===== src/rtl/slowcal_pkg.sv =====
package slowcal_pkg;

    typedef enum logic [1:0] {
        ST_IDLE  = 2'd0,
        ST_ARM   = 2'd1,
        ST_COUNT = 2'd2
    } cal_state_e;

    localparam logic [1:0] ADDR_CTRL = 2'd0;
    localparam logic [1:0] ADDR_MAX  = 2'd1;
    localparam logic [1:0] ADDR_THR  = 2'd2;
    localparam logic [1:0] ADDR_RES  = 2'd3;

    localparam int CTRL_START = 2;
    localparam int CTRL_CYC   = 3;
    localparam int CTRL_RDY   = 4;
    localparam int CTRL_TO    = 5;
    localparam int CTRL_BUSY  = 6;

endpackage


===== src/rtl/slowcal_sync.sv =====
module slowcal_sync #(
    parameter int NSRC  = 3,
    parameter int SEL_W = 2
) (
    input  logic             clk,
    input  logic             rst_n,
    input  logic [NSRC-1:0]  src_i,
    input  logic [SEL_W-1:0] sel_i,
    output logic             rise_o
);

    typedef struct packed {
        logic s1;
        logic s2;
        logic s3;
    } sync_t;

    sync_t q, d;
    logic  picked;

    // source mux; an unused select code yields a constant low input
    always_comb begin
        picked = 1'b0;
        for (int i = 0; i < NSRC; i++) begin
            if (sel_i == SEL_W'(i)) picked = src_i[i];
        end
    end

    always_comb begin
        d    = q;
        d.s1 = picked;
        d.s2 = q.s1;
        d.s3 = q.s2;
    end

    always_ff @(posedge clk or negedge rst_n) begin
        if (!rst_n) q <= '0;
        else        q <= d;
    end

    assign rise_o = q.s2 & ~q.s3;

endmodule


===== src/rtl/slowcal_regs.sv =====
module slowcal_regs
    import slowcal_pkg::*;
#(
    parameter int DATA_W  = 32,
    parameter int SEL_W   = 2,
    parameter int CNT_W   = 10,
    parameter int THR_W   = 16,
    parameter int RES_W   = 26,
    parameter int RST_MAX = 8
) (
    input  logic              clk,
    input  logic              rst_n,
    input  logic              wr_en_i,
    input  logic [1:0]        wr_addr_i,
    input  logic [DATA_W-1:0] wr_data_i,
    input  logic [1:0]        rd_addr_i,
    output logic [DATA_W-1:0] rd_data_o,
    input  logic              ready_i,
    input  logic              timeout_i,
    input  logic              busy_i,
    input  logic [RES_W-1:0]  result_i,
    output logic [SEL_W-1:0]  sel_o,
    output logic [CNT_W-1:0]  max_o,
    output logic [THR_W-1:0]  thr_o,
    output logic              cyc_en_o,
    output logic              start_pulse_o
);

    typedef struct packed {
        logic [SEL_W-1:0] sel;
        logic             start;
        logic             cyc;
        logic [CNT_W-1:0] maxc;
        logic [THR_W-1:0] thr;
    } regs_t;

    regs_t q, d;
    logic  ctrl_wr;

    always_comb begin
        d       = q;
        ctrl_wr = wr_en_i && (wr_addr_i == ADDR_CTRL);
        if (ctrl_wr) begin
            d.sel   = wr_data_i[SEL_W-1:0];
            d.start = wr_data_i[CTRL_START];
            d.cyc   = wr_data_i[CTRL_CYC];
        end
        if (wr_en_i && (wr_addr_i == ADDR_MAX)) d.maxc = wr_data_i[CNT_W-1:0];
        if (wr_en_i && (wr_addr_i == ADDR_THR)) d.thr  = wr_data_i[THR_W-1:0];
    end

    always_ff @(posedge clk or negedge rst_n) begin
        if (!rst_n) begin
            q.sel   <= '0;
            q.start <= 1'b0;
            q.cyc   <= 1'b1;
            q.maxc  <= CNT_W'(RST_MAX);
            q.thr   <= '1;
        end else begin
            q <= d;
        end
    end

    // a start request is only a 0-to-1 move of the stored bit
    assign start_pulse_o = ctrl_wr && wr_data_i[CTRL_START] && !q.start;

    assign sel_o    = q.sel;
    assign max_o    = q.maxc;
    assign thr_o    = q.thr;
    assign cyc_en_o = q.cyc;

    always_comb begin
        rd_data_o = '0;
        unique case (rd_addr_i)
            ADDR_CTRL: begin
                rd_data_o[SEL_W-1:0]  = q.sel;
                rd_data_o[CTRL_START] = q.start;
                rd_data_o[CTRL_CYC]   = q.cyc;
                rd_data_o[CTRL_RDY]   = ready_i;
                rd_data_o[CTRL_TO]    = timeout_i;
                rd_data_o[CTRL_BUSY]  = busy_i;
            end
            ADDR_MAX: rd_data_o[CNT_W-1:0] = q.maxc;
            ADDR_THR: rd_data_o[THR_W-1:0] = q.thr;
            ADDR_RES: rd_data_o[RES_W-1:0] = timeout_i ? '0 : result_i;
            default:  rd_data_o = '0;
        endcase
    end

endmodule


===== src/rtl/slowcal_engine.sv =====
module slowcal_engine
    import slowcal_pkg::*;
#(
    parameter int CNT_W = 10,
    parameter int THR_W = 16,
    localparam int TCNT_W = CNT_W + THR_W
) (
    input  logic              clk,
    input  logic              rst_n,
    input  logic              rise_i,
    input  logic              start_pulse_i,
    input  logic              cyc_en_i,
    input  logic [CNT_W-1:0]  max_i,
    input  logic [THR_W-1:0]  thr_i,
    output logic              ready_o,
    output logic              timeout_o,
    output logic              busy_o,
    output logic [TCNT_W-1:0] result_o
);

    typedef struct packed {
        cal_state_e        st;
        logic              ready;
        logic              timeout;
        logic [CNT_W-1:0]  scnt;
        logic [TCNT_W-1:0] rcnt;
        logic [TCNT_W-1:0] tcnt;
        logic [TCNT_W-1:0] result;
    } eng_t;

    eng_t q, d;

    logic [CNT_W-1:0]  eff_max;
    logic [CNT_W-1:0]  scnt_inc;
    logic [TCNT_W-1:0] limit;
    logic [TCNT_W-1:0] tcnt_inc;
    logic              hit_to;

    always_comb begin
        eff_max  = (max_i == '0) ? CNT_W'(1) : max_i;
        limit    = TCNT_W'(eff_max) * TCNT_W'(thr_i);
        tcnt_inc = q.tcnt + TCNT_W'(1);
        scnt_inc = q.scnt + CNT_W'(1);
        hit_to   = (tcnt_inc >= limit);

        d = q;
        unique case (q.st)
            ST_IDLE: begin
                if (cyc_en_i && !q.timeout) begin
                    d.st   = ST_ARM;
                    d.tcnt = '0;
                end
            end
            ST_ARM: begin
                d.tcnt = tcnt_inc;
                if (rise_i) begin
                    d.st   = ST_COUNT;
                    d.rcnt = '0;
                    d.scnt = '0;
                end else if (hit_to) begin
                    d.st      = ST_IDLE;
                    d.timeout = 1'b1;
                    d.ready   = 1'b0;
                    d.tcnt    = '0;
                end
            end
            ST_COUNT: begin
                d.tcnt = tcnt_inc;
                d.rcnt = q.rcnt + TCNT_W'(1);
                if (rise_i && (scnt_inc == eff_max)) begin
                    // completion wins over a coincident timeout
                    d.result = q.rcnt + TCNT_W'(1);
                    d.ready  = 1'b1;
                    d.rcnt   = '0;
                    d.scnt   = '0;
                    d.tcnt   = '0;
                    d.st     = cyc_en_i ? ST_COUNT : ST_IDLE;
                end else if (hit_to) begin
                    d.st      = ST_IDLE;
                    d.timeout = 1'b1;
                    d.ready   = 1'b0;
                    d.rcnt    = '0;
                    d.scnt    = '0;
                    d.tcnt    = '0;
                end else if (rise_i) begin
                    d.scnt = scnt_inc;
                end
            end
            default: d.st = ST_IDLE;
        endcase

        if (start_pulse_i) begin
            d.st      = ST_ARM;
            d.ready   = 1'b0;
            d.timeout = 1'b0;
            d.rcnt    = '0;
            d.scnt    = '0;
            d.tcnt    = '0;
        end
    end

    always_ff @(posedge clk or negedge rst_n) begin
        if (!rst_n) begin
            q.st      <= ST_IDLE;
            q.ready   <= 1'b0;
            q.timeout <= 1'b0;
            q.scnt    <= '0;
            q.rcnt    <= '0;
            q.tcnt    <= '0;
            q.result  <= '0;
        end else begin
            q <= d;
        end
    end

    assign ready_o   = q.ready;
    assign timeout_o = q.timeout;
    assign busy_o    = (q.st != ST_IDLE);
    assign result_o  = q.result;

endmodule


===== src/rtl/slowcal_top.sv =====
module slowcal_top #(
    parameter int NSRC    = 3,
    parameter int DATA_W  = 32,
    parameter int CNT_W   = 10,
    parameter int THR_W   = 16,
    parameter int RST_MAX = 8
) (
    input  logic              clk,
    input  logic              rst_n,
    input  logic [NSRC-1:0]   slow_src_i,
    input  logic              wr_en_i,
    input  logic [1:0]        wr_addr_i,
    input  logic [DATA_W-1:0] wr_data_i,
    input  logic [1:0]        rd_addr_i,
    output logic [DATA_W-1:0] rd_data_o
);

    localparam int SEL_W = $clog2(NSRC + 1);
    localparam int RES_W = CNT_W + THR_W;

    logic [SEL_W-1:0] sel;
    logic [CNT_W-1:0] maxc;
    logic [THR_W-1:0] thr;
    logic             cyc_en;
    logic             start_pulse;
    logic             slow_rise;
    logic             ready;
    logic             timeout;
    logic             busy;
    logic [RES_W-1:0] result;

    slowcal_sync #(
        .NSRC  (NSRC),
        .SEL_W (SEL_W)
    ) sync_i (
        .clk    (clk),
        .rst_n  (rst_n),
        .src_i  (slow_src_i),
        .sel_i  (sel),
        .rise_o (slow_rise)
    );

    slowcal_regs #(
        .DATA_W  (DATA_W),
        .SEL_W   (SEL_W),
        .CNT_W   (CNT_W),
        .THR_W   (THR_W),
        .RES_W   (RES_W),
        .RST_MAX (RST_MAX)
    ) regs_i (
        .clk           (clk),
        .rst_n         (rst_n),
        .wr_en_i       (wr_en_i),
        .wr_addr_i     (wr_addr_i),
        .wr_data_i     (wr_data_i),
        .rd_addr_i     (rd_addr_i),
        .rd_data_o     (rd_data_o),
        .ready_i       (ready),
        .timeout_i     (timeout),
        .busy_i        (busy),
        .result_i      (result),
        .sel_o         (sel),
        .max_o         (maxc),
        .thr_o         (thr),
        .cyc_en_o      (cyc_en),
        .start_pulse_o (start_pulse)
    );

    slowcal_engine #(
        .CNT_W (CNT_W),
        .THR_W (THR_W)
    ) eng_i (
        .clk           (clk),
        .rst_n         (rst_n),
        .rise_i        (slow_rise),
        .start_pulse_i (start_pulse),
        .cyc_en_i      (cyc_en),
        .max_i         (maxc),
        .thr_i         (thr),
        .ready_o       (ready),
        .timeout_o     (timeout),
        .busy_o        (busy),
        .result_o      (result)
    );

endmodule


===== config.mk =====
export PLATFORM = sky130hd
export DESIGN_NAME = slowcal_top
export DESIGN_NICKNAME = d
export VERILOG_FILES = /design/src/rtl/slowcal_pkg.sv /design/src/rtl/slowcal_sync.sv /design/src/rtl/slowcal_regs.sv /design/src/rtl/slowcal_engine.sv /design/src/rtl/slowcal_top.sv
export SDC_FILE = /design/constraint.sdc
export NUM_CORES = 1
export LEC_CHECK = 0
export ABC_CLOCK_PERIOD_IN_PS = 10400
export BUFFER_PORTS_ARGS = -buffer_cell sky130_fd_sc_hd__buf_2
export CORE_MARGIN = 1
export CORE_UTILIZATION = 45
export CTS_CLUSTER_SIZE = 40
export DETAILED_ROUTE_END_ITERATION = 10
export SKIP_LAST_GASP = 1
export SLEW_MARGIN = 5
export SYNTH_ARGS = -nofsm -noshare
export SYNTH_HDL_FRONTEND = slang
export SYNTH_SLANG_ARGS = --single-unit

===== constraint.sdc =====
create_clock -name clk -period 10.4 [get_ports clk]
set_input_delay 1.04 -clock clk [delete_from_list [all_inputs] [get_ports clk]]
set_output_delay 1.04 -clock clk [all_outputs]
set_load 0.05 [all_outputs]

Yosys cells after proc, flatten, opt, wreduce, memory -nomap -nowiden
Cells that the tools add are included.

storage, ports and cells
  flip-flop bits (word level) = 125
  bits in latches = 0
  RAM bits = 0
  bits in read-only memories = 0
  input port bits = 42
  output and inout port bits = 32
  word-level logic and storage cells = 88
  memories kept = 0

cells by class
  add/sub/neg operators = 3
  multiply operators = 1
  divide/modulo/power cells = 0
  order comparisons = 1
  equality and inequality tests = 15
  shift operators = 0
  mux-type cells = 28
  bitwise gates (word level) = 2
  reduce and logical (&&, ||, !) cells = 23

operators with widths
  operator                 count
  $mux W26                 4
  $pmux W26 S3             1
  $pmux W38 S2             1
  $mux W66                 1
  $mux W62                 1
  $add A26 B1 Y26 const B  2
  $mux W52                 1
  $mux W10                 4
  $mux W36                 1
  $pmux W7 S4              1
  $ge A26 B26 Y1           1
  $mul A10 B16 Y26         1
  $pmux W6 S2              1
  $add A10 B1 Y10 const B  1
  $eq A10 B10 Y1           1
  $eq A2 B2 Y1 const B     5
  $logic_not A10 Y1        1
  $pmux W3 S3              1
  $eq A2 B1 Y1 const B     4
  $logic_not A2 Y1         4
  $mux W2                  4
  $reduce_and A2 Y1        4
  $logic_and A1 B1 Y1      7
  $ne A3 B1 Y1 const B     2
  other kinds (14)         19

Logic depth before layout (Yosys ltp)
Gate-level depths: netlist of the first run.

  depth after elaboration = 8
  depth in mapped cells = 31
  depth with buffers taken out = 27

Hierarchy
A second synthesis of the first run with hierarchy kept.

second synthesis, totals
  cell total of the unflattened synthesis = 1,448
  area, all modules = 13,249.0 um2

by module, submodules not included
  module          times used  cells an instance  area each (um2)
  slowcal_engine  1           1,254              11,168.2
  slowcal_regs    1           187                1,976.9
  slowcal_sync    1           7                  103.8

Least setup slack after synthesis of the first run
No wires, ideal clock.

  path type = register to register
  start point = register regs_i.max_o[3] (netlist name)
  end point = register eng_i.q[27] (netlist name)
  library setup time = 121 ps
  arrival time = 7,508 ps
  data required time = 10,279 ps
  path slack = 2,771 ps
  stages on the path, launching flop included = 29
  clock period less this slack = 7,629 ps
  cell sequence = dfstp_2 > clkbuf_1 > buf_1 > nand2_1 > fa_1 > inv_1 > fa_1 > fa_1 > fa_1 > fa_1 > ha_1 > a211oi_1 > nor2_1 > o41ai_1 > nand3_1 > a2111o_1 > a31oi_1 > o21bai_1 > xnor2_1 > ha_1 > nand4_1 > or3_1 > a311o_1 > o211a_1 > nand2_1 > o211ai_4 > and2_4 > buf_6 > a22o_1

between the ends
  cells in the longest elaborated chain, start to end = 8
  elaborated cells on any way between the ends = 12
  those cells by class = mul: 1; order compare: 1; eq/ne: 1; mux: 7; reduce/logical: 2

RTL lines
  element                                      line                                        RTL
  $logic_not A10 Y1                            slowcal_engine.sv:40                        eff_max = (max_i == '0) ? CNT_W'(1) : max_i;
  $mux W10 (*)                                 slowcal_engine.sv:40
  $mul A10 B16 Y26                             slowcal_engine.sv:41                        limit = TCNT_W'(eff_max) * TCNT_W'(thr_i);
  $ge A26 B26 Y1                               slowcal_engine.sv:44                        hit_to = (tcnt_inc >= limit);
  $mux W52 / $mux W26 (equally long branches)  slowcal_engine.sv:78, slowcal_engine.sv:60
  $mux W62 / $mux W26 (equally long branches)  slowcal_engine.sv:70, slowcal_engine.sv:56
  $pmux W26 S3 (*)                             slowcal_engine.sv:47                        unique case (q.st)
  $mux W66 (*)                                 slowcal_engine.sv:92                        if (start_pulse_i) begin
  to (decl)                                    slowcal_engine.sv:31                        eng_t q, d;

Every way passes the cells marked *; elsewhere a longest branch is shown, timed or not.
A chain may end at the register's enable or synchronous reset.

Final worst setup path of the first run
  start point = register regs_i.max_o[4] (netlist name)
  end point = register eng_i.q[68] (netlist name)

between the ends
  cells in the longest elaborated chain, start to end = 8
  elaborated cells on any way between the ends = 10
  those cells by class = mul: 1; order compare: 1; eq/ne: 1; mux: 5; reduce/logical: 2

RTL lines
  element            line                  RTL
  $logic_not A10 Y1  slowcal_engine.sv:40
  $mux W10 (*)       slowcal_engine.sv:40
  $mul A10 B16 Y26   slowcal_engine.sv:41
  $ge A26 B26 Y1     slowcal_engine.sv:44
  $mux W52           slowcal_engine.sv:78  end else if (hit_to) begin
  $mux W62 (*)       slowcal_engine.sv:70  if (rise_i && (scnt_inc == eff_max)) begin
  $pmux W38 S2 (*)   slowcal_engine.sv:47
  $mux W66 (*)       slowcal_engine.sv:92

Marked as above.

==> impl_metrics.sql, run 1 <==
INSERT INTO impl_metrics (metric_group, metric, value, unit) VALUES
('job', 'maxCapViolCount', '0', ''),
('global_route', 'grt_start_max_net_pins', '73', ''),
('clocking', 'clock_latency', '0.43', 'ns'),
('worst_setup_path', 'path_max_fanout', '37', ''),
('clocking', 'cts_inserted_buffers', '17', ''),
('sta', 'hold_viol_final', '0', ''),
('place', 'gp_routability_congestion', '0.840', ''),
('place', 'hpwl', '23400', 'um'),
('min_path', 'hold-path-cell-count', '0', ''),
('drt', 'vias_per_cell', '5.52', ''),
('logic_synthesis', 'syn_inst', '1361', ''),
('logic_synthesis', 'yosys.area.top_type', 'sky130_fd_sc_hd__dfrtp_1', ''),
('worst_setup_path', 'setup.worst_path.end_class', 'flop', ''),
('place', 'dpl-instance-area', '13200', 'um2'),
('sta', 'max_slew_margin', '30.6', '%'),
('worst_setup_path', 'worst_r2r_startpoint', 'regs_i.max_o[4]$_DFFE_PN0P_', ''),
('logic_synthesis', 'post_synth_instance_area', '12700', 'um2'),
('floorplan', 'floorplan.io_pins', '74', ''),
('layout', 'antenna_cells', '0', ''),
('global_route', 'grt.total_usage', '23.2', '%'),
('logic_synthesis', 'post_synth_edffs', '0', ''),
('clocking', 'cts_resized', '0', ''),
('logic_synthesis', 'synth_top_cells_by_count', '151 x sky130_fd_sc_hd__nand2_1, 140 x sky130_fd_sc_hd__inv_1, 110 x sky130_fd_sc_hd__fa_1', ''),
('run_status', 'status', 'finished clean', ''),
('sta', 'final.setup.tns', '0', 'ns'),
('worst_setup_path', 'r2r-end', 'eng_i.q[68]$_DFFE_PN0P_', ''),
('min_path', 'min-delay-path-class', 'flop to flop', ''),
('worst_setup_path', 'crit_path_launch_type', 'flop', ''),
('drt', 'detail_route.wl_per_cell', '18.0', 'um'),
('layout', 'post_route_design_area', '13800', 'um2'),
('layout', 'finish.net_count', '1613', ''),
('logic_synthesis', 'synth-warning-count', '0', ''),
('clocking', 'htreeDepth', '4', ''),
('sta', 'worst_pin_slew', '1.04', 'ns'),
('logic_synthesis', 'synth.most_common_cell', 'sky130_fd_sc_hd__nand2_1', ''),
('logic_synthesis', 'yosysTopAreaCellShare', '21.0', '%'),
('clocking', 'clock_transition_time_at_the_flip_flop_clock_pins_of_the_worst_setup_and_hold_paths', '0.07', 'ns'),
('logic_synthesis', 'synth_cell_types', '75', ''),
('sta', 'period_minus_slack', '8.75', 'ns'),
('drt', 'drt_pass_1_iters', '7', ''),
('clocking', 'clock_sink_count', '125', ''),
('logic_synthesis', 'synth.ff_latch_count', '125', ''),
('sta', 'fin_skew', '0.0208', 'ns'),
('sta', 'fmaxAchievable', '0.114', 'GHz'),
('floorplan', 'initial_utilization', '45.8', '%'),
('worst_setup_path', 'rr_worst_depth', '27', ''),
('clocking', 'cts_buffer_depth', '2', ''),
('sta', 'setup-violations-final', '0', ''),
('min_path', 'min_delay_worst_endpoint', 'sync_i.d[0]$_DFF_PN0_', ''),
('drt', 'detail_route.drc_violations', '0', ''),
('floorplan', 'die_width', '170', 'um'),
('floorplan', 'dieHeight', '170', 'um'),
('worst_setup_path', 'required', '10.74', 'ns'),
('layout', 'drive_gt1_share', '13.0', '%'),
('floorplan', 'placement_rows', '61', ''),
('place', 'port-buffer-count', '51', ''),
('global_route', 'grt_pass1_wl', '51900', 'um'),
('sta', 'max_transition_viols_final', '0', ''),
('clocking', 'cts-hold-fix-buffers', '0', ''),
('global_route', 'grt_overflow', '0', ''),
('floorplan', 'fp.dieArea', '29000', 'um2'),
('layout', 'area_delta_synth_final', '8.55', '%'),
('logic_synthesis', 'syn_avg_cell_area', '9.35', 'um2'),
('clocking', 'cts_setup_buffers', '0', ''),
('drt', 'wirelength', '31700', 'um'),
('clocking', 'tritoncts', 'done', ''),
('logic_synthesis', 'synth_ff_type', 'sky130_fd_sc_hd__dfrtp_1', ''),
('worst_setup_path', 'reg2reg_slack', '1.65', 'ns'),
('logic_synthesis', 'top_cells_by_area_synth', 'sky130_fd_sc_hd__dfrtp_1 21%, sky130_fd_sc_hd__fa_1 17%, sky130_fd_sc_hd__ha_1 9.2%', ''),
('sta', 'rsz_0062_raised_after_global_routing', 'no', ''),
('sta', 'period_share', '84.1', '%');
-- state kept, by name, summed over array words and instances, names as in the netlist --
name             count
regs_i.sel_o         2
regs_i.thr_o        16
eng_i.result_o      26
eng_i.ready_o        1
regs_i.cyc_en_o      1
eng_i.q             64
regs_i.max_o        10
sync_i.d             2
sync_i.q             1
eng_i.timeout_o      1
regs_i.q             1
-- stage by stage --
step	utilization, %	worst slack, ns	std cells	hold slack (ns)
floorplan	-	2.77	1366	0.331
detailed placement	47.5	1.67	1726	0.350
global placement	47.5	1.66	1726	0.335
finish	49.7	1.65	1758	0.357
global route	49.7	1.20	1758	0.366
CTS	49.7	1.64	1758	0.355
-- cell families after synthesis --
family                     count (synthesis)  synth area share, %
other                                      1               0.0295
adders and majority gates                204                 26.5
and+or+nand+nor                          450                 18.6
xor gates and xnor gates                  81                 5.58
AOI/OAI and AO/OA                        202                 10.9
muxes                                     77                 6.55
DFF                                      125                 24.8
buffers and inverters                    221                 7.02
-- how the worst max path moves through the flow --
stage	startpoint	endpoint
CTS	regs_i.max_o[4]$_DFFE_PN0P_	eng_i.q[26]$_DFFE_PN0P_
detailed placement	regs_i.max_o[4]$_DFFE_PN0P_	eng_i.q[26]$_DFFE_PN0P_
global route	regs_i.max_o[4]$_DFFE_PN0P_	eng_i.q[26]$_DFFE_PN0P_
finish	regs_i.max_o[4]$_DFFE_PN0P_	eng_i.q[68]$_DFFE_PN0P_
global placement	regs_i.max_o[4]$_DFFE_PN0P_	eng_i.q[26]$_DFFE_PN0P_
floorplan	regs_i.max_o[3]$_DFFE_PN1P_	eng_i.q[27]$_DFFE_PN0P_
-- critical path, stage by stage (launching register included) --
cell and delay [ns]:
sky130_fd_sc_hd__dfrtp_1 0.84, sky130_fd_sc_hd__buf_4 0.29, sky130_fd_sc_hd__nand2_1 0.09, sky130_fd_sc_hd__fa_1 0.50, sky130_fd_sc_hd__inv_1 0.05, sky130_fd_sc_hd__fa_1 0.46, sky130_fd_sc_hd__fa_1 0.53, sky130_fd_sc_hd__fa_1 0.52
sky130_fd_sc_hd__fa_1 0.50, sky130_fd_sc_hd__ha_1 0.39, sky130_fd_sc_hd__a21o_1 0.22, sky130_fd_sc_hd__a31oi_1 0.19, sky130_fd_sc_hd__nor4bb_1 0.51, sky130_fd_sc_hd__o31ai_1 0.21, sky130_fd_sc_hd__a21oi_1 0.26, sky130_fd_sc_hd__o21bai_1 0.09
sky130_fd_sc_hd__a21oi_1 0.17, sky130_fd_sc_hd__xor2_1 0.29, sky130_fd_sc_hd__ha_1 0.31, sky130_fd_sc_hd__nand4_1 0.10, sky130_fd_sc_hd__or3_1 0.17, sky130_fd_sc_hd__a311o_1 0.15, sky130_fd_sc_hd__o211a_1 0.19, sky130_fd_sc_hd__nand2_1 0.30
sky130_fd_sc_hd__nor3b_4 0.54, sky130_fd_sc_hd__buf_4 0.44, sky130_fd_sc_hd__o21ai_0 0.16, sky130_fd_sc_hd__a31oi_1 0.19
-- area by class of cell --
| type | count | area (um2) |
|---|---|---|
| inverters | 140 | 526 |
| fillers | 2677 | 14000 |
| multi-input cells | 1020 | 8710 |
| clock inverters | 14 | 181 |
| flip-flops and latches | 125 | 3150 |
| repair buffers | 63 | 348 |
| well taps | 378 | 473 |
| clock buffers | 18 | 429 |
-- routing by layer --
metal	vias up	routed length, um	GRT usage (%)
met5	-	0	0
met4	0	628	6.58
met3	42	1180	3.21
met2	200	15500	39.8
met1	4885	14400	30.4
li1	4577	-	-
-- cell usage in the layout (no fill, tap or decap), drive strengths merged, types with 4 or more instances in the layout --
cell | Yosys | routed
inv | 140 | 146
a211oi | 5 | 5
buf | 27 | 63
clkinv | 0 | 4
a221o | 5 | 5
xnor2 | 47 | 47
a31oi | 45 | 45
a21oi | 46 | 46
nand2b | 24 | 24
nor3b | 4 | 4
nor2 | 41 | 41
nand3b | 15 | 15
a21boi | 5 | 5
nor2b | 24 | 24
conb | 1 | 6
or2 | 6 | 6
o21ai | 31 | 31
mux2 | 50 | 50
mux2i | 27 | 27
a22o | 15 | 15
dfrtp | 107 | 107
nor3 | 14 | 14
nand4 | 17 | 17
or3 | 4 | 4
ha | 94 | 94
o21bai | 9 | 9
o211ai | 5 | 5
fa | 110 | 110
dfstp | 18 | 18
nand3 | 39 | 39
clkbuf | 54 | 18
nand2 | 151 | 151
and2 | 67 | 67
a21o | 9 | 9
and4 | 8 | 8
and3 | 30 | 30
xor2 | 34 | 34
Power of run 1 is not shown: default switching activity piles up to over one toggle a cycle in this logic, so the estimate is an artifact.
==> run 2: changes to the inputs <==
--- a/config.mk
+++ b/config.mk
@@ -5,7 +5,7 @@
 export SDC_FILE = /design/constraint.sdc
 export NUM_CORES = 1
 export LEC_CHECK = 0
-export ABC_CLOCK_PERIOD_IN_PS = 10400
+export ABC_CLOCK_PERIOD_IN_PS = 8000
 export BUFFER_PORTS_ARGS = -buffer_cell sky130_fd_sc_hd__buf_2
 export CORE_MARGIN = 1
 export CORE_UTILIZATION = 45
==> constraint.sdc (replaced) <==
create_clock -name clk -period 8 [get_ports clk]
set_input_delay 0.8 -clock clk [delete_from_list [all_inputs] [get_ports clk]]
set_output_delay 0.8 -clock clk [all_outputs]
set_load 0.05 [all_outputs]
==> run 2 against run 1 <==
Setup slack got worse by 1.4 ns. Maximum frequency increased by 13%. Via count increased by 2.7%. Sequential share of layout area decreased by 1.1 points. Critical endpoint is now eng_i.q[26]$_DFFE_PN0P_. Critical path depth decreased by 1. Clock-buffer cell count unchanged.
==> impl_metrics.sql, run 2 (same netlist as run 1, synthesis figures left out) <==
INSERT INTO impl_metrics (metric_group, metric, value, unit) VALUES
('sta', 'rsz_0062_raised_after_global_routing', 'yes', ''),
('layout', 'largest-register', 'eng_i.q', ''),
('job', 'maxCapViolCount', '0', ''),
('worst_setup_path', 'setup.worst_path.end_class', 'flop', ''),
('sta', 'max_slew_margin', '34.2', '%'),
('place', 'gp_routability_congestion', '0.846', ''),
('floorplan', 'floorplan.io_pins', '74', ''),
('place', 'place.detailed.instances', '1792', ''),
('floorplan', 'die_width', '170', 'um'),
('layout', 'post-route-util', '52.3', '%'),
('layout', 'largest_register_ffs', '64', ''),
('drt', 'route.antenna.remaining_nets', '0', ''),
('global_route', 'grt_overflow', '0', ''),
('clocking', 'cts_inserted_buffers', '17', ''),
('floorplan', 'core-area', '27800', 'um2'),
('layout', 'drive_gt1_share', '18.6', '%'),
('global_route', 'grt_antenna_before_repair', '0', ''),
('global_route', 'grt.total_usage', '23.9', '%'),
('sta', 'setup-violations-final', '0', ''),
('worst_setup_path', 'worst-setup-path-type', 'flop to flop', ''),
('sta', 'worst_pin_slew', '0.984', 'ns'),
('run_status', 'status', 'finished clean', ''),
('sta', 'hold_viol_final', '0', ''),
('sta', 'period_minus_slack', '7.73', 'ns'),
('drt', 'vias_post_dr', '9967', ''),
('worst_setup_path', 'crit_path_launch_type', 'flop', ''),
('layout', 'antenna_cells', '0', ''),
('drt', 'detail_route.drc_violations', '0', ''),
('drt', 'drtIter0Drc', '530', ''),
('drt', 'drt_pass_1_iters', '5', ''),
('drt', 'wirelength', '32700', 'um'),
('clocking', 'cts_root_buf', 'sky130_fd_sc_hd__clkbuf_16', ''),
('global_route', 'grt_start_max_net_pins', '73', ''),
('sta', 'fin_skew', '0.0191', 'ns'),
('clocking', 'clock_sink_count', '125', ''),
('worst_setup_path', 'critPathArrivalTime', '8.04', 'ns'),
('drt', 'vias_per_cell', '5.43', ''),
('floorplan', 'initial_utilization', '45.8', '%'),
('clocking', 'tritoncts', 'done', ''),
('drt', 'detail_route.wl_per_cell', '17.8', 'um'),
('layout', 'final_cell_mix', '150 x sky130_fd_sc_hd__nand2_1, 140 x sky130_fd_sc_hd__inv_1, 110 x sky130_fd_sc_hd__fa_1', ''),
('layout', 'layout_commonest_cell', 'sky130_fd_sc_hd__nand2_1', ''),
('floorplan', 'fp.dieArea', '29000', 'um2'),
('worst_setup_path', 'reg2reg_slack', '0.27', 'ns'),
('clocking', 'cts-hold-fix-buffers', '0', ''),
('worst_setup_path', 'required', '8.31', 'ns'),
('layout', 'post_layout_nonfiller_instances', '1834', ''),
('global_route', 'grt_pass1_vias', '10300', ''),
('layout', 'post_route_design_area', '14500', 'um2'),
('place', 'hpwl', '25100', 'um'),
('clocking', 'clock_transition_time_at_the_flip_flop_clock_pins_of_the_worst_setup_and_hold_paths', '0.07', 'ns'),
('min_path', 'min-delay-path-class', 'flop to flop', ''),
('sta', 'fmaxAchievable', '0.129', 'GHz'),
('place', 'dpl-instance-area', '13700', 'um2'),
('layout', 'finish.net_count', '1689', ''),
('sta', 'period_share', '96.7', '%'),
('sta', 'max_transition_viols_final', '0', ''),
('worst_setup_path', 'path_max_fanout', '12', ''),
('clocking', 'htreeDepth', '4', ''),
('floorplan', 'dieHeight', '170', 'um'),
('layout', 'area_delta_synth_final', '14.2', '%'),
('global_route', 'grt_pass1_wl', '53600', 'um'),
('clocking', 'cts_buffer_depth', '2', ''),
('clocking', 'clock_latency', '0.43', 'ns'),
('floorplan', 'placement_rows', '61', ''),
('place', 'port-buffer-count', '51', ''),
('sta', 'final.setup.tns', '0', 'ns');
-- run 2: what timing repair did --
item | in CTS | in global routing
cloned | 1 | 1
resized for setup | 0 | 20
endpoints found under the setup margin | 12 | 65
pin swaps | 1 | 4
setup buffers | 0 | 8
-- run 2: layout make-up --
class	count	area, um2
fill	2647	13200
multi-input combinational	1021	8810
sequential	125	3150
timing repair buffer	138	991
inverter	140	526
tap	378	473
clock buffer	18	439
clock inverter	14	145
-- run 2: final timing paths --
kind	start	end	cells past startpoint
worst max register to register	regs_i.thr_o[4]$_DFFE_PN1P_	eng_i.q[26]$_DFFE_PN0P_	26
min in group asynchronous	rst_n	eng_i.q[57]$_DFFE_PN0P_	1
worst max-delay path	regs_i.thr_o[4]$_DFFE_PN1P_	eng_i.q[26]$_DFFE_PN0P_	26
worst min register to register	sync_i.d[1]$_DFF_PN0_	sync_i.d[0]$_DFF_PN0_	0
max in group asynchronous	rst_n	regs_i.max_o[2]$_DFFE_PN0P_	2
worst min-delay path	sync_i.d[1]$_DFF_PN0_	sync_i.d[0]$_DFF_PN0_	0
-- run 2: metal layers --
| layer | wire [um] | vias to the layer above | track usage [%] |
|---|---|---|---|
| li1 | - | 4734 | - |
| met1 | 14700 | 5011 | 31.1 |
| met2 | 16200 | 188 | 41.8 |
| met3 | 1070 | 34 | 2.91 |
| met4 | 656 | 0 | 6.66 |
| met5 | 0 | - | 0 |
-- run 2: per-stage QoR --
step | hold slack (ns) | worst slack, ns
after global routing | 0.384 | -0.0593
final | 0.364 | 0.267
after global placement | 0.333 | -0.0874
after CTS | 0.370 | -0.0243
after detailed placement | 0.342 | -0.123
after floorplan | 0.331 | 0.371
-- run 2: worst max-delay path, cell delays in order, from the launching register on --
cell and delay (ns):
sky130_fd_sc_hd__dfstp_2 0.63, sky130_fd_sc_hd__buf_4 0.16, sky130_fd_sc_hd__and2_1 0.14, sky130_fd_sc_hd__fa_1 0.44, sky130_fd_sc_hd__fa_1 0.52, sky130_fd_sc_hd__fa_1 0.44
sky130_fd_sc_hd__fa_1 0.53, sky130_fd_sc_hd__fa_1 0.49, sky130_fd_sc_hd__ha_1 0.32, sky130_fd_sc_hd__a211oi_1 0.24, sky130_fd_sc_hd__nor2_1 0.11, sky130_fd_sc_hd__o41ai_2 0.28
sky130_fd_sc_hd__nand3_1 0.17, sky130_fd_sc_hd__a2111o_1 0.40, sky130_fd_sc_hd__a31oi_2 0.19, sky130_fd_sc_hd__o21bai_1 0.09, sky130_fd_sc_hd__xnor2_1 0.13, sky130_fd_sc_hd__ha_1 0.29
sky130_fd_sc_hd__nand4_1 0.11, sky130_fd_sc_hd__or3_1 0.44, sky130_fd_sc_hd__a311o_1 0.32, sky130_fd_sc_hd__o211a_4 0.18, sky130_fd_sc_hd__nand2_4 0.10, sky130_fd_sc_hd__buf_4 0.19
sky130_fd_sc_hd__o211ai_4 0.17, sky130_fd_sc_hd__and2_4 0.26, sky130_fd_sc_hd__mux2_2 0.28
Power of run 2 is left out for the same reason.
